$ cat src/rtl/tri_arb_pkg.sv
package tri_arb_pkg;

  // Number of stored precedence bits for n requesters.
  function automatic int tri_bits(input int n);
    return (n * (n - 1)) / 2;
  endfunction

  // Linear position of the pair (hi, lo), hi < lo, in the triangle store.
  function automatic int pair_idx(input int hi, input int lo, input int n);
    return hi * n - (hi * (hi + 1)) / 2 + (lo - hi - 1);
  endfunction

endpackage

$ cat src/rtl/prio_tri_store.sv
module prio_tri_store
  import tri_arb_pkg::*;
#(
  parameter int N_REQ = 5,
  localparam int TRI_W = tri_bits(N_REQ)
) (
  input  logic             clk,
  input  logic             rst,
  input  logic             upd_en,
  input  logic [N_REQ-1:0] win_oh,
  output logic [TRI_W-1:0] tri_q
);

  logic [TRI_W-1:0] tri_d;

  // Bit set: the lower index of the pair ranks ahead of the higher one.
  for (genvar gi = 0; gi < N_REQ; gi++) begin : g_row
    for (genvar gj = gi + 1; gj < N_REQ; gj++) begin : g_col
      localparam int K = pair_idx(gi, gj, N_REQ);
      always_comb begin
        if (win_oh[gi])      tri_d[K] = 1'b0;
        else if (win_oh[gj]) tri_d[K] = 1'b1;
        else                 tri_d[K] = tri_q[K];
      end
    end
  end

  always_ff @(posedge clk) begin
    if (rst)         tri_q <= '1;
    else if (upd_en) tri_q <= tri_d;
  end

endmodule

$ cat src/rtl/prio_grant_pick.sv
module prio_grant_pick
  import tri_arb_pkg::*;
#(
  parameter int N_REQ = 5,
  localparam int TRI_W = tri_bits(N_REQ)
) (
  input  logic [N_REQ-1:0] req,
  input  logic [TRI_W-1:0] tri_q,
  output logic [N_REQ-1:0] gnt
);

  // ok_row[i][j]: input j does not block input i.
  logic [N_REQ-1:0] ok_row [N_REQ];

  for (genvar gi = 0; gi < N_REQ; gi++) begin : g_row
    for (genvar gj = 0; gj < N_REQ; gj++) begin : g_col
      if (gi == gj) begin : g_self
        assign ok_row[gi][gj] = 1'b1;
      end else if (gi < gj) begin : g_upper
        assign ok_row[gi][gj] = ~req[gj] | tri_q[pair_idx(gi, gj, N_REQ)];
      end else begin : g_lower
        assign ok_row[gi][gj] = ~req[gj] | ~tri_q[pair_idx(gj, gi, N_REQ)];
      end
    end
    assign gnt[gi] = req[gi] & (&ok_row[gi]);
  end

endmodule

$ cat src/rtl/onehot_to_index.sv
module onehot_to_index #(
  parameter int N_REQ = 5,
  localparam int SEL_W = (N_REQ > 1) ? $clog2(N_REQ) : 1
) (
  input  logic [N_REQ-1:0] oh,
  output logic [SEL_W-1:0] idx
);

  always_comb begin
    idx = '0;
    for (int k = 0; k < N_REQ; k++) begin
      if (oh[k]) idx = idx | SEL_W'(k);
    end
  end

endmodule

$ cat src/rtl/tri_lrs_arbiter.sv
module tri_lrs_arbiter
  import tri_arb_pkg::*;
#(
  parameter int N_REQ = 5,
  localparam int SEL_W = (N_REQ > 1) ? $clog2(N_REQ) : 1,
  localparam int TRI_W = tri_bits(N_REQ)
) (
  input  logic             clk,
  input  logic             rst,
  input  logic [N_REQ-1:0] req_i,
  output logic [N_REQ-1:0] gnt_o,
  output logic [SEL_W-1:0] sel_o,
  output logic             vld_o
);

  logic [TRI_W-1:0] tri_q;
  logic [N_REQ-1:0] gnt;

  prio_grant_pick #(.N_REQ(N_REQ)) u_pick (
    .req   (req_i),
    .tri_q (tri_q),
    .gnt   (gnt)
  );

  onehot_to_index #(.N_REQ(N_REQ)) u_enc (
    .oh  (gnt),
    .idx (sel_o)
  );

  prio_tri_store #(.N_REQ(N_REQ)) u_store (
    .clk    (clk),
    .rst    (rst),
    .upd_en (vld_o),
    .win_oh (gnt),
    .tri_q  (tri_q)
  );

  assign gnt_o = gnt;
  assign vld_o = |gnt;

endmodule

$ cat config.mk
export PLATFORM = sky130hd
export DESIGN_NAME = tri_lrs_arbiter
export DESIGN_NICKNAME = d
export VERILOG_FILES = /design/src/rtl/tri_arb_pkg.sv /design/src/rtl/prio_tri_store.sv /design/src/rtl/prio_grant_pick.sv /design/src/rtl/onehot_to_index.sv /design/src/rtl/tri_lrs_arbiter.sv
export SDC_FILE = /design/constraint.sdc
export NUM_CORES = 1
export LEC_CHECK = 0
export BUFFER_PORTS_ARGS = -buffer_cell sky130_fd_sc_hd__clkbuf_2
export CAP_MARGIN = 20
export CORE_AREA = 2 2 39 41
export DETAILED_ROUTE_END_ITERATION = 6
export DIE_AREA = 0 0 41 43
export PLACE_DENSITY = 0.72
export SYNTH_ARGS = -nofsm -noshare
export SYNTH_HDL_FRONTEND = slang
export SYNTH_SLANG_ARGS = --single-unit
$ cat constraint.sdc
create_clock -name clk -period 1.9 [get_ports clk]
set_clock_uncertainty 0.05 [all_clocks]
set_input_delay 0.19 -clock clk [delete_from_list [all_inputs] [get_ports clk]]
set_output_delay 0.19 -clock clk [all_outputs]
set_load 0.02 [all_outputs]
# ---- After elaboration in Yosys (flattened, before gate mapping)
# Index checks and enable logic that the tools add are counted.
dict set report totals {
  regBits 10
  inputBits 7
  output_inout_bits 9
  word_cells 94
}
dict set report classes {
  n_mux 18
  bitwise 40
  reduce_logical 26
}
# op n
set op_table {}
lappend op_table {{$or 1x1->1} 20}
lappend op_table {{$reduce_and 2->1} 10}
lappend op_table {{$reduce_and 4->1} 5}
lappend op_table {{$reduce_bool 2->1} 10}
lappend op_table {{$mux 1} 15}
lappend op_table {{$not 1->1} 15}
lappend op_table {{$and 1x1->1} 5}
lappend op_table {{$reduce_or 5->1} 1}
lappend op_table {{$mux 2} 2}
lappend op_table {{$mux 3} 1}

# ---- Depth between registers and ports, before layout
dict set report depth {
  word_depth 8
  mapped_depth 5
  depth_no_buf 4
}

# ---- Hierarchy
# Synthesis repeated with hierarchy kept, for this count alone.
dict set report unflattened {
  hier_cells 63
  area_unflattened_um2 530.5
}
# mod n_inst cells_per_inst area_each_um2
set by_module_without_submodules {}
lappend by_module_without_submodules {prio_tri_store 1 34 364.1}
lappend by_module_without_submodules {prio_grant_pick 1 23 133.9}
lappend by_module_without_submodules {onehot_to_index 1 3 20.0}
lappend by_module_without_submodules {tri_lrs_arbiter 1 3 12.5}

# ---- Worst setup path after synthesis
# No wires, ideal clock.
dict set report synth_timing {
  path_kind {register to output}
  startpoint {register u_store.tri_q[8]}
  endpoint {output port vld_o}
  t_arrival_ns 1.474
  setup_slack_ns 0.186
  path_stages_with_launch 6
  n_path_buf 1
  path_cell_list {dfxtp_1 > or2b_1 > and4_1 > clkbuf_2 > nor2_1 > or4b_1}
}
dict set report synth_via {
  elab_cells_between_ends 8
  classes_between {bitwise: 5; reduce/logical: 3}
}
# element line
set synth_rtl {}
lappend synth_rtl {{from (decl)} prio_tri_store.sv:11} ;# output logic [TRI_W-1:0] tri_q
lappend synth_rtl {{from (signal assigned)} prio_tri_store.sv:30} ;# else if (upd_en) tri_q <= tri_d;
lappend synth_rtl {{$or 1x1->1} prio_grant_pick.sv:20} ;# assign ok_row[gi][gj] = ~req[gj] | tri_q[pair_idx(gi, gj, N_REQ)];
lappend synth_rtl {{$reduce_and 4->1} prio_grant_pick.sv:25} ;# assign gnt[gi] = req[gi] & (&ok_row[gi]);
lappend synth_rtl {{$and 1x1->1} prio_grant_pick.sv:25}
lappend synth_rtl {{net gnt_o[2]} tri_lrs_arbiter.sv:11} ;# output logic [N_REQ-1:0] gnt_o,
lappend synth_rtl {{$reduce_or 5->1} tri_lrs_arbiter.sv:39} ;# assign vld_o = |gnt;
lappend synth_rtl {{to (decl)} tri_lrs_arbiter.sv:13} ;# output logic vld_o
# The timed path passes the listed nets, and every way through them passes these cells.

# ---- Final worst setup path
dict set report layout_timing {
  startpoint {register u_store.tri_q[5]}
  endpoint {output port vld_o}
}
dict set report layout_via {
  elab_chain_len 5
  elab_cells_between_ends 8
  classes_between {bitwise: 5; reduce/logical: 3}
}
# element line
set layout_lines {}
lappend layout_lines {{$not 1->1} prio_grant_pick.sv:22} ;# assign ok_row[gi][gj] = ~req[gj] | ~tri_q[pair_idx(gj, gi, N_REQ)];
lappend layout_lines {{$or 1x1->1} prio_grant_pick.sv:22}
lappend layout_lines {{$reduce_and 4->1} prio_grant_pick.sv:25}
lappend layout_lines {{$and 1x1->1} prio_grant_pick.sv:25}
lappend layout_lines {{$reduce_or 5->1 *} tri_lrs_arbiter.sv:39}
# Every way passes the cells marked *; elsewhere a longest branch is shown, timed or not.

==> impl_metrics.py <==
metrics = {
    "outcome": {
        "outcome": "finished clean",
    },
    "layout": {
        "reg.largest.list": "u_store.tri_q x10",
        "layout.cells.non_filler": 96,
        "fill_cells": 135,
        "largest_register_ffs": 10,
        "drive_gt1_share_pct": 42.5,
        "nets": 88,
        "top_register": "u_store.tri_q",
        "n_antenna_cell": 0,
        "syn2layout_area_growth_pct": 32.0,
        "final_cell_area_um2": 682,
    },
    "pwr": {
        "power.share.sequential_pct": 41.7,
        "irDropWorstVdd_uv": 429,
        "p_int_uw": 431,
        "power_density_mw_per_mm2": 883,
        "pwr-share-comb_pct": 27.2,
        "p_leak_uw": 0.000353,
        "power_frac_clock_pct": 31.1,
        "p_sw_uw": 171,
        "p_sw_share_pct": 28.4,
    },
    "cts": {
        "clkSinkCount": 10,
        "tritoncts": "yes",
        "cts_hold_buf": 0,
        "cts_buffers": 3,
        "path_clk_slew_ps": 70,
        "htree_num_levels": 1,
        "clockBufferDepth": 2,
        "cts-root-buf": "clkbuf_4",
        "insertion_delay_ps": 260,
    },
    "synth": {
        "synthCells": 61,
        "synthTopCellsByCount": "dfxtp_1, nor2_1, o21bai_1",
        "yosysWarnings": 0,
        "synth-async-reset-ratio_pct": 0,
        "syn_area_um2": 517,
        "ys_types": 25,
        "syn_nets": 68,
        "synth.area.top_cells": "dfxtp_1, o21bai_1, nor2_1",
        "synth-main-ff-cell": "dfxtp_1",
        "ys_seq_area_share_pct": 38.7,
        "synth_edf_count": 0,
        "syn_area_per_cell_um2": 8.47,
        "ys_ff_latch": 10,
        "yosys.area.top_type": "dfxtp_1",
        "synth_top_area_share_pct": 38.7,
    },
    "grt": {
        "antenna_found_initial": 0,
        "grtUsageTotal_pct": 14.5,
        "grt_pass1_vias": 431,
        "grt_max_degree": 11,
        "grt_pass1_wl_um": 1740,
        "overflow": 0,
    },
    "die": {
        "io_pins": 16,
        "rows": 14,
        "die_h_um": 43,
        "core_area_mm2": 0.00138,
        "die_w_um": 41,
        "start_util_pct": 37.3,
        "dieArea_mm2": 0.00176,
    },
    "setup_path": {
        "setup.worst_path.start_class": "flip-flop",
        "worstPathRequired_ps": 1660,
        "cp-end-kind": "output port",
        "slowest_delay_ps": 490,
        "crit_type": "flip-flop to output port",
        "path_cells": "nand2b_4 > o2111a_1 > and2_4 > or4b_4 > buf_8",
        "worstPathArrival_ps": 1660,
        "cp_max_fo": 3,
        "slowest_stage": "or4b_4",
        "r2r-end": "u_store.tri_q[8]",
        "reg2reg_depth": 4,
        "timing.rr.start": "u_store.tri_q[3]",
        "r2r_setup_slack_ps": 660,
    },
    "routing": {
        "routedWlPerCell_um": 12.7,
        "remaining_drc_errors": 0,
        "first_pass_iters": 4,
        "ant_nets": 0,
        "wirelength_um": 1220,
        "vias": 503,
        "drtIter0Drc": 12,
        "viasPerCell": 5.24,
    },
    "job": {
        "maxCapViolations": 0,
    },
    "hold_path": {
        "hp-start": "rst",
        "hold_depth": 2,
        "hold_end": "u_store.tri_q[6]",
        "hold_class": "input port to flip-flop",
    },
    "sta": {
        "worst_slew_pin_slew_ps": 322,
        "layout_min_cycle_time_ps": 1900,
        "hold_viol": 0,
        "slew_violations": 0,
        "fmax_mhz": 527,
        "setup_viol": 0,
        "fin_crit_sh_pct": 99.8,
        "maxSlewHeadroom_pct": 78.5,
        "rsz0062_at_grt": "true",
    },
    "placed_design": {
        "hpwl_um": 870,
        "numPortBuffers": 15,
        "dp_cells": 91,
        "gp_congestion": 0.760,
        "place_area_um2": 606,
    },
}
[placed cells by master (no fill, tap or decap), drive strengths merged]
cell type,n
dfxtp,10
a21oi,1
a222oi,1
and4,1
and3,1
and2,1
o21bai,10
nand2,4
nand2b,3
o2111a,2
nor3,1
nor2b,1
buf,5
a21boi,1
nor2,10
o21ai,1
a22oi,1
or4b,1
or2,2
inv,3
o22ai,1
clkbuf,18
or2b,1
[cell families after synthesis]
| family | count (synthesis) | share of synthesized area (%) |
|---|---|---|
| flops | 10 | 38.7 |
| buf+inv | 7 | 7.75 |
| compound gates | 18 | 26.9 |
| simple gates | 26 | 26.6 |
[stage by stage]
step	hold slack, ps	setup WS, ps	total power (uW)	utilization, %	TNS (ps)
2_1_floorplan	247	186	348	-	0
3_3_place_gp	456	263	392	43.8	0
3_5_place_dp	468	250	394	43.8	0
4_1_cts	206	-26.7	599	48.3	-26.7
5_1_grt	218	-53.8	635	49.3	-53.8
6_report	207	3.51	602	49.3	0
[worst max path at each step]
stage	start	endpoint
4_1_cts	u_store.tri_q[8]	vld_o
6_report	u_store.tri_q[5]	vld_o
2_1_floorplan	u_store.tri_q[8]	vld_o
5_1_grt	u_store.tri_q[3]	vld_o
3_5_place_dp	req_i[4]	vld_o
3_3_place_gp	u_store.tri_q[3]	vld_o
[critical path: cells and delay by family, from the launching register on]
kind            cells  cell delay (ps)
flops               1              330
buf+inv             1              150
simple gates        3              790
compound gates      1              130
[what timing repair did]
action | in CTS | in global routing
gates cloned | 0 | 0
setup buffers | 1 | 0
pin swaps | 1 | 1
setup endpoints to repair | 1 | 1
resized for setup | 6 | 6
[power groups by stage]
stage	clock network (uW)	logic [uW]	registers, uW
after floorplan	0	100	247
after global placement	0	140	252
after detailed placement	0	142	252
after CTS	194	157	249
after global routing	204	178	253
final	187	164	251
[per-layer routing]
layer / routed length (um) / global-route usage, %
met5: 0 / 0
met4: 14 / 10.7
met3: 37 / 2.09
met2: 591 / 21.3
met1: 573 / 18.2
[cell type report]
cell class | count | area [um^2] | share of cell area (%)
timing repair buffer | 19 | 115 | 16.9
multi-input combinational | 44 | 294 | 43.1
inverter | 3 | 11.3 | 1.65
tap | 16 | 20.0 | 2.94
clock buffer | 4 | 36.3 | 5.32
sequential | 10 | 205 | 30.1
Power figures use the tool's default switching activity.
